### config.mk
export PLATFORM = sky130hd
export DESIGN_NAME = psram_lp_seq
export DESIGN_NICKNAME = d
export VERILOG_FILES = /design/src/rtl/psram_lp_pkg.sv /design/src/rtl/lp_timer.sv /design/src/rtl/lp_dwell.sv /design/src/rtl/lp_fsm.sv /design/src/rtl/psram_lp_seq.sv
export SDC_FILE = /design/constraint.sdc
export NUM_CORES = 1
export LEC_CHECK = 0
export CAP_MARGIN = 20
export CORE_UTILIZATION = 33
export DETAILED_ROUTE_END_ITERATION = 7
export HOLD_SLACK_MARGIN = 0.03
export SYNTH_ARGS = -nofsm -noshare
export SYNTH_HDL_FRONTEND = slang
export SYNTH_SLANG_ARGS = --single-unit
### constraint.sdc
create_clock -name clk -period 3.7 [get_ports clk]
set_input_delay 0.37 -clock clk [delete_from_list [all_inputs] [get_ports clk]]
set_output_delay 0.37 -clock clk [all_outputs]
set_load 0.02 [all_outputs]
### src/rtl/psram_lp_pkg.sv
package psram_lp_pkg;

  localparam int CFG_W    = 5;
  localparam int KEEP_BIT = 4;

  typedef enum logic [3:0] {
    ST_IDLE,
    ST_ACQ,
    ST_DESEL,
    ST_SETUP,
    ST_PULSE,
    ST_RECOV,
    ST_ASLEEP,
    ST_DWELL,
    ST_WAKE
  } lp_state_e;

  // bit 4 clear means the memory drops into deep sleep
  function automatic logic deep_sleep_on(input logic [CFG_W-1:0] cfg);
    return !cfg[KEEP_BIT];
  endfunction

  function automatic int unsigned wake_len(input logic [CFG_W-1:0] cfg,
                                           input int unsigned deep_len,
                                           input int unsigned light_len);
    return deep_sleep_on(cfg) ? deep_len : light_len;
  endfunction

  function automatic int unsigned max_of(input int unsigned a,
                                         input int unsigned b);
    return (a > b) ? a : b;
  endfunction

  function automatic logic sleep_phase(input lp_state_e st);
    return st inside {ST_SETUP, ST_PULSE, ST_RECOV, ST_ASLEEP, ST_DWELL};
  endfunction

  function automatic logic cfg_phase(input lp_state_e st);
    return st inside {ST_SETUP, ST_PULSE, ST_RECOV};
  endfunction

endpackage

### src/rtl/lp_timer.sv
module lp_timer #(
  parameter int W = 8
) (
  input  logic         clk,
  input  logic         rst_n,
  input  logic         load,
  input  logic [W-1:0] load_val,
  output logic         zero
);
  logic [W-1:0] cnt;

  always_ff @(posedge clk or negedge rst_n) begin
    if (!rst_n)          cnt <= '0;
    else if (load)       cnt <= load_val;
    else if (cnt != '0)  cnt <= cnt - 1'b1;
  end

  assign zero = (cnt == '0);
endmodule

### src/rtl/lp_dwell.sv
module lp_dwell #(
  parameter int LIMIT = 1000
) (
  input  logic clk,
  input  logic rst_n,
  input  logic run,
  output logic ok
);
  localparam int W = $clog2(LIMIT + 1) + 1;
  localparam logic [W-1:0] LIM = W'(LIMIT);

  logic [W-1:0] cnt;

  always_ff @(posedge clk or negedge rst_n) begin
    if (!rst_n)          cnt <= '0;
    else if (!run)       cnt <= '0;
    else if (cnt != LIM) cnt <= cnt + 1'b1;
  end

  assign ok = (cnt == LIM);
endmodule

### src/rtl/lp_fsm.sv
module lp_fsm
  import psram_lp_pkg::*;
#(
  parameter int DESEL_CYC      = 2,
  parameter int SETUP_CYC      = 1,
  parameter int PULSE_CYC      = 6,
  parameter int RECOV_CYC      = 1,
  parameter int WAKE_CYC       = 20000,
  parameter int LIGHT_WAKE_CYC = 2,
  parameter int TW             = 16
) (
  input  logic             clk,
  input  logic             rst_n,
  input  logic             req_valid,
  input  logic             req_sleep,
  input  logic [CFG_W-1:0] req_cfg,
  input  logic             bus_gnt,
  input  logic             t_zero,
  input  logic             dwell_ok,
  output lp_state_e        state,
  output logic             t_load,
  output logic [TW-1:0]    t_val,
  output logic [CFG_W-1:0] cfg_q,
  output logic             enter_done,
  output logic             wake_done,
  output logic             done
);
  lp_state_e nxt;
  logic      take_cfg;

  always_comb begin
    nxt      = state;
    t_load   = 1'b0;
    t_val    = '0;
    take_cfg = 1'b0;
    unique case (state)
      ST_IDLE:
        if (req_valid && req_sleep) begin
          nxt      = ST_ACQ;
          take_cfg = 1'b1;
        end
      ST_ACQ:
        if (bus_gnt) begin
          nxt    = ST_DESEL;
          t_load = 1'b1;
          t_val  = TW'(DESEL_CYC - 1);
        end
      ST_DESEL:
        if (t_zero) begin
          nxt    = ST_SETUP;
          t_load = 1'b1;
          t_val  = TW'(SETUP_CYC - 1);
        end
      ST_SETUP:
        if (t_zero) begin
          nxt    = ST_PULSE;
          t_load = 1'b1;
          t_val  = TW'(PULSE_CYC - 1);
        end
      ST_PULSE:
        if (t_zero) begin
          nxt    = ST_RECOV;
          t_load = 1'b1;
          t_val  = TW'(RECOV_CYC - 1);
        end
      ST_RECOV:
        if (t_zero) nxt = ST_ASLEEP;
      ST_ASLEEP:
        if (req_valid && !req_sleep) nxt = ST_DWELL;
      ST_DWELL:
        if (dwell_ok || !deep_sleep_on(cfg_q)) begin
          nxt    = ST_WAKE;
          t_load = 1'b1;
          t_val  = TW'(wake_len(cfg_q, WAKE_CYC, LIGHT_WAKE_CYC) - 1);
        end
      ST_WAKE:
        if (t_zero) nxt = ST_IDLE;
      default: nxt = ST_IDLE;
    endcase
  end

  assign enter_done = (state == ST_RECOV) && (nxt == ST_ASLEEP);
  assign wake_done  = (state == ST_WAKE)  && (nxt == ST_IDLE);

  always_ff @(posedge clk or negedge rst_n) begin
    if (!rst_n) begin
      state <= ST_IDLE;
      cfg_q <= '0;
      done  <= 1'b0;
    end else begin
      state <= nxt;
      if (take_cfg) cfg_q <= req_cfg;
      done  <= enter_done || wake_done;
    end
  end
endmodule

### src/rtl/psram_lp_seq.sv
module psram_lp_seq
  import psram_lp_pkg::*;
#(
  parameter int DESEL_CYC      = 2,
  parameter int SETUP_CYC      = 1,
  parameter int PULSE_CYC      = 6,
  parameter int RECOV_CYC      = 1,
  parameter int DEADLINE_CYC   = 100,
  parameter int MIN_SLEEP_CYC  = 1000,
  parameter int WAKE_CYC       = 20000,
  parameter int LIGHT_WAKE_CYC = 2
) (
  input  logic       clk,
  input  logic       rst_n,
  input  logic       req_valid,
  input  logic       req_sleep,
  input  logic [4:0] req_cfg,
  output logic       req_ready,
  output logic       bus_req,
  input  logic       bus_gnt,
  output logic       mem_sleep_n,
  output logic       mem_sel_n,
  output logic       mem_wr_n,
  output logic       mem_hi_n,
  output logic       mem_lo_n,
  output logic [4:0] mem_addr,
  output logic       mem_usable,
  output logic       done
);
  localparam int PHASE_MAX = max_of(max_of(DESEL_CYC, SETUP_CYC),
                                    max_of(PULSE_CYC, RECOV_CYC));
  localparam int LONGEST   = max_of(PHASE_MAX,
                                    max_of(WAKE_CYC, LIGHT_WAKE_CYC));
  localparam int TW        = $clog2(LONGEST + 1);

  generate
    if (SETUP_CYC >= DEADLINE_CYC) begin : g_bad_setup
      $error("write setup does not fit inside the configuration window");
    end
  endgenerate

  lp_state_e        state;
  logic             t_load;
  logic [TW-1:0]    t_val;
  logic             t_zero;
  logic             dwell_ok;
  logic [CFG_W-1:0] cfg_q;
  logic             sleep_low;
  logic             strobe_on;
  logic             enter_done;
  logic             wake_done;

  lp_fsm #(
    .DESEL_CYC     (DESEL_CYC),
    .SETUP_CYC     (SETUP_CYC),
    .PULSE_CYC     (PULSE_CYC),
    .RECOV_CYC     (RECOV_CYC),
    .WAKE_CYC      (WAKE_CYC),
    .LIGHT_WAKE_CYC(LIGHT_WAKE_CYC),
    .TW            (TW)
  ) u_fsm (
    .clk       (clk),
    .rst_n     (rst_n),
    .req_valid (req_valid),
    .req_sleep (req_sleep),
    .req_cfg   (req_cfg),
    .bus_gnt   (bus_gnt),
    .t_zero    (t_zero),
    .dwell_ok  (dwell_ok),
    .state     (state),
    .t_load    (t_load),
    .t_val     (t_val),
    .cfg_q     (cfg_q),
    .enter_done(enter_done),
    .wake_done (wake_done),
    .done      (done)
  );

  lp_timer #(.W(TW)) u_timer (
    .clk     (clk),
    .rst_n   (rst_n),
    .load    (t_load),
    .load_val(t_val),
    .zero    (t_zero)
  );

  lp_dwell #(.LIMIT(MIN_SLEEP_CYC)) u_dwell (
    .clk  (clk),
    .rst_n(rst_n),
    .run  (sleep_low),
    .ok   (dwell_ok)
  );

  assign sleep_low   = sleep_phase(state);
  assign strobe_on   = (state == ST_PULSE);

  assign mem_sleep_n = !sleep_low;
  assign mem_sel_n   = !strobe_on;
  assign mem_wr_n    = !strobe_on;
  assign mem_hi_n    = !strobe_on;
  assign mem_lo_n    = !strobe_on;
  assign mem_addr    = cfg_phase(state) ? cfg_q : '0;

  assign bus_req     = (state != ST_IDLE);
  assign mem_usable  = (state == ST_IDLE);
  assign req_ready   = (state == ST_IDLE) || (state == ST_ASLEEP);
endmodule

# Word-level counts from Yosys, hierarchy flattened
# Cells that the tools add are included.
word_totals:
  regBits: 36
classes:
  n_addsub: 3
  mux: 26
  n_reduce_logical: 19
  eq_ne: 12
op_table:
  columns: ["cell", "n"]
  rows:
  - ["$mux 15", 4]
  - ["$pmux 15 s3", 1]
  - ["$mux 4", 9]
  - ["$pmux 4 s9", 1]
  - ["$sub 15x1->15 const B", 2]
  - ["$mux 11", 2]
  - ["$eq 4x3->1 const B", 5]
  - ["$logic_not 15->1", 1]
  - ["$reduce_bool 15->1", 1]
  - ["$add 11x1->11 const B", 1]
  - ["$eq 11x10->1 const B", 1]
  - ["$ne 11x10->1 const B", 1]
  - ["$eq 4x2->1 const B", 2]
  - ["$logic_not 4->1", 2]
  - ["$mux 1", 6]
  - ["$mux 5", 1]
  - ["$reduce_bool 5->1", 1]
  - ["$eq 4x1->1 const B", 1]
  - ["$eq 4x4->1 const B", 1]
  - ["$logic_and 1x1->1", 4]
  - ["$reduce_bool 4->1", 1]
  - ["$logic_not 1->1", 3]
  - ["$logic_or 1x1->1", 3]
  - ["$mux 3", 1]
  - ["5 further kinds", 5]

# Longest topological paths before layout
# Gate-level depths: netlist of the first run.
logic_depth:
  depth_word: 7
  ltp_mapped: 8
  depth_no_buf: 6

# Modules after synthesis
# From an unflattened synthesis of the first run, not the netlist that was laid out.
unflattened:
  hier_cells: 242
  area_unflattened_um2: 2386.0
by_module_without_submodules:
  columns: ["mod", "area_each_um2", "cells_each", "n_inst", "seq_area_each_um2"]
  rows:
  - ["lp_timer", 829.5, 79, 1, 375.4]
  - ["lp_fsm", 785.8, 79, 1, 250.2]
  - ["lp_dwell", 604.3, 60, 1, 275.3]
  - ["psram_lp_seq", 166.4, 24, 1, 0.0]

# Worst setup path before layout of the first run
# Ideal clock, no wire load.
synth_timing:
  path_kind: "register to register"
  from: "reg u_timer.cnt[0]"
  to: "reg u_timer.cnt[13]"
  setup_time_ns: 0.079
  setup_slack_ns: 1.828
  path_stages_with_launch: 9
  t_arrival_ns: 1.793
  cell_sequence: "dfrtp_1 -> inv_1 -> ha_1 -> buf_6 -> nor3b_1 -> and4_1 -> buf_6 -> or4_1 -> a21oi_1"
synth_between:
  elab_chain_cells: 4
  elab_cells_between_ends: 8
  classes_between: "add/sub (1); mux (4); reduce/logical (3)"
synth_lines:
  columns: ["item", "line", "text"]
  rows:
  - ["start, declared", "lp_timer.sv:10", "logic [W-1:0] cnt;"]
  - ["start signal, assigned", "lp_timer.sv:14", "else if (load) cnt <= load_val;"]
  - ["start signal, assigned", "lp_timer.sv:15", "else if (cnt != '0) cnt <= cnt - 1'b1;"]
  - ["branches (longest 4 deep; another with $sub 15x1->15)", null, null]
# Several ways; the timed one is not identified. The select of a mux whose other input is x is not followed.
# A chain may end at the register's enable or synchronous reset.

# Worst setup path after layout of the first run
layout_timing:
  from: "reg u_fsm.state[1]"
  to: "out mem_addr[2]"
layout_between:
  elab_chain_cells: 3
  elab_cells_between_ends: 5
  classes_between: "eq/ne (3); mux (1); reduce/logical (1)"
layout_lines:
  columns: ["item", "line", "text"]
  rows:
  - ["start, declared", "lp_fsm.sv:20", "output lp_state_e state,"]
  - ["start signal, assigned", "lp_fsm.sv:91", "state <= nxt;"]
  - ["$eq 4x2->1 / $eq 4x3->1 (equally long branches)", "psram_lp_pkg.sv:39", "return st inside {ST_SETUP, ST_PULSE, ST_RECOV};"]
  - ["$reduce_bool 3->1 *", "psram_lp_pkg.sv:39", null]
  - ["$mux 5 *", "psram_lp_seq.sv:102", "assign mem_addr = cfg_phase(state) ? cfg_q : '0;"]
  - ["end, declared", "psram_lp_seq.sv:26", "output logic [4:0] mem_addr,"]
# Mark *: on every way between the ends. The rest lies on a longest branch, timed or not.

==> results.json, run 1 <==
{
  "clock_sinks": 36,
  "drc_errors": 0,
  "drt-vias-per-instance": 5.175,
  "post_cts_setup_buffer_count": 0,
  "clk_pin_slew_worst_paths_ns": 0.07,
  "grt_first_pass_wirelength_mm": 7.003,
  "hp-class": "primary input to asynchronous set/reset pin",
  "numCtsBuffers": 5,
  "combinationalPowerShare_pct": 2.4,
  "post_cts_resized": 0,
  "synthDominantCellAreaShare_pct": 43.24,
  "max_clock_freq_mhz": 387.9,
  "clock_power_share_pct": 41.4,
  "synth.distinct_cells": 49,
  "synth.yosys.warnings": 0,
  "layout_setup_ws_ns": 1.122,
  "grtUsageTotal_pct": 13.87,
  "pre_cts_slack_ns": 1.433,
  "power.internal_uw": 553.2,
  "syn_nets": 233,
  "pin_count_of_the_biggest_net_entering_global_routing": 37,
  "initialDrtViolationCount": 93,
  "power.leakage_nw": 0.9740,
  "min_period_ns": 2.578,
  "synth-main-ff-cell": "sky130_fd_sc_hd__dfrtp_1",
  "design.final.nets": 252,
  "cp_data_arrival_time_ns": 2.21,
  "power_switching_uw": 147.0,
  "report.final.setup_viol": 0,
  "buffer_ports.inserted": 23,
  "setup.worst_path.class": "flop to primary output",
  "placed_cells_incl_taps": 307,
  "detailedPlacementHpwl_mm": 2.882,
  "worstMarginPinSlew_ns": 0.8008,
  "cts_root_buffer": "sky130_fd_sc_hd__clkbuf_8",
  "yosysTopAreaCell": "sky130_fd_sc_hd__dfrtp_1",
  "finalHoldViolations": 0,
  "outcome": "finished, final reports clean",
  "grt.overflow.total": 0,
  "drv.max_cap_violation_count": 0,
  "fp.dieW_um": 81.46,
  "holdBufCountCts": 0,
  "power.switching_fraction_pct": 21.00,
  "ant_nets": 0,
  "worst_path_most_repeated_cell": "sky130_fd_sc_hd__and2_1",
  "layout_commonest_cell": "sky130_fd_sc_hd__dfrtp_1",
  "seqCellArea_sq_um": 900.9,
  "htree_num_levels": 2,
  "initial_utilization_pct": 34.77,
  "synth_seq_area_share_pct": 43.24,
  "tritoncts": "built",
  "worst_setup_path_end_kind": "primary output",
  "rsz_0062_raised_after_global_routing": "false",
  "largest_cells_by_area_after_synthesis": "sky130_fd_sc_hd__dfrtp_1 43%, sky130_fd_sc_hd__nor2_1 4.3%, sky130_fd_sc_hd__xor2_1 3.8%, sky130_fd_sc_hd__xnor2_1 3.4%, sky130_fd_sc_hd__o21ai_0 2.9%",
  "postSynthRegisterBits": 36,
  "worstPathMaxFanout": 17,
  "coreArea_sq_um": 5991,
  "clock_latency_ns": 0.29,
  "stdcell_area_sq_um": 2426,
  "critical_path.cell_chain": "and2_1 > mux2i_1 > nor2_1 > and2_1 > clkdlybuf4s50_1",
  "p_seq_share_pct": 56.2,
  "routed_wire_length_per_instance_um": 13.10,
  "antenna_cells_inserted": 0,
  "post_synth_edffs": 0,
  "worst_ep_required_time_ns": 3.33,
  "critical_path_buf_inv_count": 1,
  "cp_slowest_cell": "sky130_fd_sc_hd__dfrtp_1",
  "finalCritPeriodShare_pct": 69.67,
  "sum_of_routed_wire_length_over_all_layers_mm": 4.125,
  "netlist_area_sq_um": 2083,
  "timing.hold.ws_ns": 0.1668,
  "die_h_um": 81.46,
  "post_route_insts_no_fill": 315,
  "critical_path.startpoint_type": "flop",
  "num_vias": 1630,
  "globalplace.congestion": 0.8046,
  "synth_async_sr_flop_share_pct": 100.0,
  "layout-drive-gt1-share_pct": 8.333,
  "layout.cells.most_common_list": "36 x sky130_fd_sc_hd__dfrtp_1, 24 x sky130_fd_sc_hd__nor2_1, 22 x sky130_fd_sc_hd__clkdlybuf4s50_1",
  "multi_input_comb_area_sq_um": 1067,
  "relSlewSlack_pct": 46.61,
  "row_count": 28,
  "first_global_vias": 1511,
  "drtPass1Iterations": 4,
  "setup_total_negative_slack_ns": 0,
  "final.setup_skew_ns": 0.003939,
  "cp_slowest_stage_delay_ns": 0.62,
  "dpl-instance-area_sq_um": 2336,
  "ir_drop_uv": 177.4,
  "n_fill_cell": 584,
  "boundaryPins": 24,
  "worst_path_dominant_cell_family": "flip-flops",
  "synth_cells": 220,
  "power-per-cell-area_nw_per_um2": 288.6,
  "syn_area_per_cell_sq_um": 9.469,
  "grt_antenna_before_repair": 0,
  "slew_viol_final": 0,
  "clk_path_buf_depth": 2,
  "fp.dieArea_sq_um": 6635,
  "syn_to_final_growth_pct": 16.46
}
[flip-flops by register name, indices dropped and copies added, names as in the netlist]
name         cells
u_fsm.cfg_q      5
u_fsm.state      4
u_fsm.done       1
u_timer.cnt     15
u_dwell.cnt     11
[cell usage after synthesis (2+ instances only)]
library cell	number
sky130_fd_sc_hd__or4_1	2
sky130_fd_sc_hd__nand3b_1	3
sky130_fd_sc_hd__buf_2	2
sky130_fd_sc_hd__nor2b_1	2
sky130_fd_sc_hd__xnor2_1	8
sky130_fd_sc_hd__dfrtp_1	36
sky130_fd_sc_hd__and3_1	4
sky130_fd_sc_hd__clkbuf_1	5
sky130_fd_sc_hd__buf_6	2
sky130_fd_sc_hd__xor2_1	9
sky130_fd_sc_hd__buf_4	4
sky130_fd_sc_hd__nand4b_1	3
sky130_fd_sc_hd__nand2b_1	4
sky130_fd_sc_hd__o211ai_1	2
sky130_fd_sc_hd__a311oi_1	2
sky130_fd_sc_hd__mux2_2	4
sky130_fd_sc_hd__nand2_1	14
sky130_fd_sc_hd__a21oi_1	9
sky130_fd_sc_hd__nor2_1	24
sky130_fd_sc_hd__nor3_1	4
sky130_fd_sc_hd__inv_1	9
sky130_fd_sc_hd__and4_1	2
sky130_fd_sc_hd__o31ai_1	2
sky130_fd_sc_hd__or3_1	2
sky130_fd_sc_hd__a31oi_1	3
sky130_fd_sc_hd__nand3_1	6
sky130_fd_sc_hd__ha_1	3
sky130_fd_sc_hd__mux2i_1	4
sky130_fd_sc_hd__o21ai_0	12
sky130_fd_sc_hd__nand4_1	9
sky130_fd_sc_hd__and2_1	7
[routing by layer]
| layer | up-vias | wire, um | GRT usage [%] |
|---|---|---|---|
| met4 | 0 | 12 | 4.821 |
| met3 | 2 | 142 | 3.333 |
| li1 | 815 | - | - |
| met1 | 786 | 2093 | 19.87 |
| met2 | 27 | 1876 | 20.17 |
| met5 | - | 0 | 0 |
[per-stage QoR]
stage / total power [mW] / utilization (%)
floorplan: 0.4012 / -
CTS: 0.7114 / 40.50
global route: 0.7284 / 40.50
global placement: 0.4188 / 38.99
detailed placement: 0.4190 / 38.99
finish: 0.7002 / 40.50
[kinds of logic (layout without fill, tap and decap cells)]
family	count (synthesis)	after routing	synth area share, %
AND/OR/NAND/NOR	95	95	26.37
AO/OA/AOI/OAI	39	39	11.83
flip-flops	36	36	43.24
buffers and inverters	22	42	5.526
XOR/XNOR	17	17	7.147
multiplexers	8	8	4.084
adder cells (fa/ha/maj)	3	3	1.802
[final timing paths]
| path | start | to | slack [ns] | depth (start not counted) |
|---|---|---|---|---|
| min | rst_n | u_timer.cnt[9]$_DFFE_PN0P_ | 0.17 | 1 |
| min in group clk | u_fsm.cfg_q[3]$_DFFE_PN0P_ | u_fsm.cfg_q[3]$_DFFE_PN0P_ | 0.50 | 1 |
| max reg2reg | u_timer.cnt[0]$_DFFE_PN0P_ | u_timer.cnt[3]$_DFFE_PN0P_ | 1.53 | 6 |
| max in group asynchronous | rst_n | u_fsm.cfg_q[3]$_DFFE_PN0P_ | 3.03 | 1 |
| max | u_fsm.state[1]$_DFF_PN0_ | mem_addr[2] | 1.12 | 5 |
| min reg2reg | u_fsm.cfg_q[3]$_DFFE_PN0P_ | u_fsm.cfg_q[3]$_DFFE_PN0P_ | 0.50 | 1 |
[layout make-up]
cell class                 count  share of cell area, %
multi-input combinational    162                  43.99
sequential                    36                  37.13
timing repair buffer          25                  9.902
tap                           75                  3.868
clock buffer                   8                  3.713
inverter                       9                  1.392
[power by group through the flow]
stage	clock network, mW	logic, mW	registers (mW)
finish	0.290	0.0171	0.393
detailed placement	0	0.0181	0.401
global route	0.316	0.0197	0.393
CTS	0.300	0.0182	0.393
floorplan	0	0.000230	0.401
global placement	0	0.0179	0.401
Note: power is estimated with default switching activity, not from simulation.
==> run 2, diff against run 1 <==
Clock period 3.7 ns to 2.45 ns, I/O delays scaled along.
==> results.json, run 2 (synthesis gave the netlist of run 1 again) <==
{
  "power-per-cell-area_nw_per_um2": 430.8,
  "setup.worst_path.class": "flop to primary output",
  "power.leakage_nw": 0.9833,
  "detailedPlacementHpwl_mm": 3.065,
  "routed_wire_length_per_instance_um": 13.56,
  "design.final.nets": 254,
  "top_register": "u_timer.cnt",
  "die_h_um": 81.46,
  "largest_register_ffs": 15,
  "min_period_ns": 2.288,
  "coreArea_sq_um": 5991,
  "reg_top3": "u_timer.cnt (15), u_dwell.cnt (11), u_fsm.cfg_q (5)",
  "drv.max_cap_violation_count": 0,
  "use_met2_pct": 21.92,
  "clock_sinks": 36,
  "worstPathMaxFanout": 17,
  "drc_errors": 0,
  "grt_antenna_before_repair": 0,
  "max_clock_freq_mhz": 437.0,
  "fp.dieW_um": 81.46,
  "final.setup_skew_ns": 0.003913,
  "clk_pin_slew_worst_paths_ns": 0.07,
  "critical_path.startpoint_type": "flop",
  "grt-busiest-layer": "met2",
  "grtUsageTotal_pct": 14.52,
  "slew_viol_final": 0,
  "clk_path_buf_depth": 2,
  "power_switching_uw": 216.7,
  "relSlewSlack_pct": 46.91,
  "first_global_vias": 1588,
  "clock_latency_ns": 0.28,
  "antenna_cells_inserted": 0,
  "grt_first_pass_wirelength_mm": 7.396,
  "hp-class": "primary input to asynchronous set/reset pin",
  "finalCritPeriodShare_pct": 93.41,
  "buffer_ports.inserted": 23,
  "drt-vias-per-instance": 5.180,
  "groute.layer.met3.usage_pct": 3.444,
  "cts_root_buffer": "sky130_fd_sc_hd__clkbuf_8",
  "syn_to_final_growth_pct": 17.24,
  "ant_nets": 0,
  "combinationalPowerShare_pct": 2.4,
  "grtUsageMet1_pct": 20.54,
  "globalplace.congestion": 0.8299,
  "power.internal_uw": 835.4,
  "fp.dieArea_sq_um": 6635,
  "layout-drive-gt1-share_pct": 9.504,
  "grt.overflow.total": 0,
  "sum_of_routed_wire_length_over_all_layers_mm": 4.299,
  "initial_utilization_pct": 34.77,
  "layout_commonest_cell": "sky130_fd_sc_hd__dfrtp_1",
  "drtPass1Iterations": 4,
  "cp_data_arrival_time_ns": 2.04,
  "n_fill_cell": 602,
  "critical_path.cell_chain": "mux2i_1 > nor2_1 > and2_1 > clkdlybuf4s50_1",
  "finalHoldViolations": 0,
  "dpl-instance-area_sq_um": 2351,
  "p_seq_share_pct": 56.5,
  "rsz_0062_raised_after_global_routing": "false",
  "worst_ep_required_time_ns": 2.20,
  "numCtsBuffers": 5,
  "cp_slowest_cell": "sky130_fd_sc_hd__dfrtp_1",
  "initialDrtViolationCount": 96,
  "pin_count_of_the_biggest_net_entering_global_routing": 37,
  "stdcell_area_sq_um": 2442,
  "worstMarginPinSlew_ns": 0.7963,
  "tritoncts": "built",
  "setup_total_negative_slack_ns": 0,
  "clock_power_share_pct": 41.1,
  "htree_num_levels": 2,
  "layout.cells.most_common_list": "35 x sky130_fd_sc_hd__dfrtp_1, 24 x sky130_fd_sc_hd__nor2_1, 22 x sky130_fd_sc_hd__clkdlybuf4s50_1",
  "ir_drop_uv": 272.7,
  "row_count": 28,
  "boundaryPins": 24,
  "power.switching_fraction_pct": 20.59,
  "report.final.setup_viol": 0,
  "outcome": "finished, final reports clean",
  "worst_setup_path_end_kind": "primary output",
  "num_vias": 1642,
  "cp_slowest_stage_delay_ns": 0.65
}
run 2: critical path: cells and delay by family, from the launching register on:
family / cells / cell delay, ns
buffers and inverters: 1 / 0.60
flip-flops: 1 / 0.65
multiplexers: 1 / 0.17
AND/OR/NAND/NOR: 2 / 0.34
run 2: area by class of cell:
cell class / instances / area [sq um] / share of cell area, %
Multi-Input combinational cell: 162 / 1067 / 43.70
Sequential cell: 36 / 902.1 / 36.94
Timing Repair Buffer: 27 / 255.2 / 10.45
Tap cell: 75 / 93.84 / 3.842
Clock buffer: 8 / 90.09 / 3.689
Inverter: 9 / 33.78 / 1.383
run 2: power groups by stage:
stage / combinational [mW] / clock, mW / sequential [mW]
after global placement: 0.0271 / 0 / 0.605
after CTS: 0.0273 / 0.451 / 0.594
after detailed placement: 0.0273 / 0 / 0.605
after floorplan: 0.000347 / 0 / 0.606
after global routing: 0.0302 / 0.475 / 0.593
final: 0.0257 / 0.432 / 0.594
run 2: layer usage:
| metal | share of wire, % | up-vias |
|---|---|---|
| li1 | - | 822 |
| met1 | 51 | 789 |
| met2 | 45 | 29 |
| met3 | 3.7 | 2 |
| met4 | 0.19 | 0 |
| met5 | 0 | - |
run 2: timing repair:
item                                   4_1_cts  5_1_grt
hold buffers                                 0        0
setup buffers                                0        0
gates resized for setup                      0        1
setup endpoints to repair                    0        4
endpoints found under the hold margin        0        0
run 2: worst paths after layout:
| kind | from | to | slack (ns) | depth (start not counted) |
|---|---|---|---|---|
| worst max register to register | u_timer.cnt[0]$_DFFE_PN0P_ | u_timer.cnt[0]$_DFFE_PN0P_ | 0.40 | 6 |
| worst max-delay path | u_fsm.state[2]$_DFF_PN0_ | mem_addr[0] | 0.16 | 4 |
| worst min-delay path | rst_n | u_timer.cnt[9]$_DFFE_PN0P_ | 0.04 | 1 |
| min in group clk | u_fsm.cfg_q[3]$_DFFE_PN0P_ | u_fsm.cfg_q[3]$_DFFE_PN0P_ | 0.51 | 1 |
| max in group asynchronous | rst_n | u_fsm.state[0]$_DFF_PN0_ | 1.84 | 1 |
| worst min register to register | u_fsm.cfg_q[3]$_DFFE_PN0P_ | u_fsm.cfg_q[3]$_DFFE_PN0P_ | 0.51 | 1 |
run 2: per-stage QoR:
stage | hold WS, ns | setup slack [ns] | std cells | power [mW] | util (%)
floorplan | -0.05059 | 0.5781 | 220 | 0.6060 | -
global placement | 0.3962 | 0.5016 | 309 | 0.6326 | 39.24
detailed placement | 0.3909 | 0.4504 | 309 | 0.6327 | 39.24
CTS | 0.07954 | 0.1185 | 317 | 1.072 | 40.75
global route | 0.1316 | 0.004361 | 317 | 1.099 | 40.77
finish | 0.04390 | 0.1615 | 317 | 1.052 | 40.77
==> run 3, diff against run 2 <==
Settings changed: ABC_CLOCK_PERIOD_IN_PS set to 2450, CELL_PAD_IN_SITES_DETAIL_PLACEMENT set to 1, CELL_PAD_IN_SITES_GLOBAL_PLACEMENT set to 1, PLACE_DENSITY_LB_ADDON set to 0.1.
==> results.json, run 3 (synthesis gave the netlist of run 1 again) <==
{
  "layout_commonest_cell": "sky130_fd_sc_hd__dfrtp_1",
  "coreArea_sq_um": 5991,
  "tritoncts": "built",
  "ir_drop_uv": 229.1,
  "grt_antenna_before_repair": 0,
  "report.final.setup_viol": 0,
  "row_count": 28,
  "layout.cells.most_common_list": "34 x sky130_fd_sc_hd__dfrtp_1, 24 x sky130_fd_sc_hd__nor2_1, 22 x sky130_fd_sc_hd__clkdlybuf4s50_1",
  "numCtsBuffers": 5,
  "sum_of_routed_wire_length_over_all_layers_mm": 5.045,
  "num_vias": 1688,
  "worst_setup_path_end_kind": "primary output",
  "grt_first_pass_wirelength_mm": 8.280,
  "cp_slowest_stage_delay_ns": 0.60,
  "cp_slowest_cell": "sky130_fd_sc_hd__clkdlybuf4s50_1",
  "multi_input_comb_area_sq_um": 1067,
  "holdBufCountCts": 0,
  "first_global_vias": 1682,
  "cp_data_arrival_time_ns": 2.08,
  "drc_errors": 0,
  "routed_wire_length_per_instance_um": 15.86,
  "initialDrtViolationCount": 80,
  "critical_path.startpoint_type": "flop",
  "top_register": "u_timer.cnt",
  "setup.worst_path.class": "flop to primary output",
  "drtPass1Iterations": 4,
  "design.final.nets": 256,
  "hp-class": "primary input to asynchronous set/reset pin",
  "power-per-cell-area_nw_per_um2": 440.9,
  "setup_total_negative_slack_ns": 0,
  "post_cts_setup_buffer_count": 0,
  "htree_num_levels": 2,
  "drv.max_cap_violation_count": 0,
  "ant_nets": 0,
  "worstPathMaxFanout": 15,
  "syn_to_final_growth_pct": 18.32,
  "critical_path.cell_chain": "buf_4 > nor2_1 > nand2_1 > inv_1 > clkdlybuf4s50_1",
  "outcome": "finished, final reports clean",
  "globalplace.congestion": 0.7720,
  "grt.overflow.total": 0,
  "fp.dieArea_sq_um": 6635,
  "drt-vias-per-instance": 5.308,
  "final.setup_skew_ns": 0.01123,
  "min_period_ns": 2.321,
  "finish.utilization_pct": 41.14,
  "fp.dieW_um": 81.46,
  "max_clock_freq_mhz": 430.9,
  "boundaryPins": 24,
  "clock_latency_ns": 0.29,
  "reg_top3": "u_timer.cnt (15), u_dwell.cnt (11), u_fsm.cfg_q (5)",
  "buffer_ports.inserted": 23,
  "post_cts_resized": 0,
  "die_h_um": 81.46,
  "clock_sinks": 36,
  "detailedPlacementHpwl_mm": 3.610,
  "slew_viol_final": 0,
  "n_fill_cell": 678,
  "antenna_cells_inserted": 0,
  "layout-drive-gt1-share_pct": 11.11,
  "cts_root_buffer": "sky130_fd_sc_hd__clkbuf_8",
  "finalCritPeriodShare_pct": 94.72,
  "worstMarginPinSlew_ns": 0.8228,
  "worst_ep_required_time_ns": 2.20,
  "rsz_0062_raised_after_global_routing": "false",
  "grtUsageTotal_pct": 16.62,
  "seqCellArea_sq_um": 903.4,
  "finalHoldViolations": 0,
  "relSlewSlack_pct": 45.15,
  "clk_path_buf_depth": 2,
  "power.leakage_nw": 0.9960,
  "largest_register_ffs": 15,
  "clk_pin_slew_worst_paths_ns": 0.08,
  "pin_count_of_the_biggest_net_entering_global_routing": 37,
  "initial_utilization_pct": 34.77
}
-- run 3: cell types whose count changed in the layout (fill, tap and decap cells not counted), sizes merged --
cell	before	now
buf	5	7
clkbuf	8	7
-- run 3: area by class of cell --
cell class	instances	area share, %
Multi-Input combinational cell	162	43.30
Sequential cell	36	36.65
Timing Repair Buffer	29	10.96
Clock buffer	7	3.909
Tap cell	75	3.807
Inverter	9	1.371
-- run 3: worst paths after layout --
| path | startpoint | to | slack (ns) | cells past startpoint |
|---|---|---|---|---|
| worst max-delay path | u_fsm.state[1]$_DFF_PN0_ | mem_usable | 0.13 | 5 |
| worst min-delay path | rst_n | u_timer.cnt[3]$_DFFE_PN0P_ | 0.04 | 1 |
| worst max register to register | u_dwell.cnt[0]$_DFFE_PN0P_ | u_timer.cnt[14]$_DFFE_PN0P_ | 0.42 | 6 |
| worst min register to register | u_fsm.cfg_q[2]$_DFFE_PN0P_ | u_fsm.cfg_q[2]$_DFFE_PN0P_ | 0.51 | 1 |
| max in group asynchronous | rst_n | u_fsm.state[2]$_DFF_PN0_ | 1.83 | 1 |
| min in group clk | u_fsm.cfg_q[2]$_DFFE_PN0P_ | u_fsm.cfg_q[2]$_DFFE_PN0P_ | 0.51 | 1 |
-- run 3: layer usage --
metal / share of wire (%) / global-route usage, % / vias to the layer above / wire length, um
met5: 0 / 0 / - / 0
met4: 1.3 / 6.071 / 0 / 68
met3: 1.5 / 3.444 / 8 / 78
met2: 47 / 25.58 / 11 / 2346
met1: 51 / 22.80 / 844 / 2551
li1: - / - / 825 / -
-- run 3: critical path: cells and delay by family (launching register included) --
kind / cells / cell delay (ns)
AND/OR/NAND/NOR: 2 / 0.48
buffers and inverters: 3 / 0.89
flip-flops: 1 / 0.42
-- run 3: power breakdown --
part	internal, mW	switching [mW]	total, mW	leakage [nW]
Combinational	0.0120	0.0147	0.0267	0.526
Sequential	0.594	0	0.594	0.420
Clock	0.251	0.215	0.466	0.0503
Total	0.857	0.230	1.09	0.996
-- run 3: per-stage QoR --
step | area, sq um | worst slack (ns) | total power [mW] | cells | hold slack (ns)
6_report | 2465 | 0.1293 | 1.087 | 318 | 0.04135
5_1_grt | 2465 | 0.02363 | 1.125 | 318 | 0.1252
4_1_cts | 2462 | 0.08710 | 1.101 | 318 | 0.08629
3_5_place_dp | 2366 | 0.4080 | 0.6336 | 311 | 0.4002
3_3_place_gp | 2366 | 0.4484 | 0.6333 | 311 | 0.3984
2_1_floorplan | 2083 | 0.5781 | 0.6060 | 220 | -0.05059
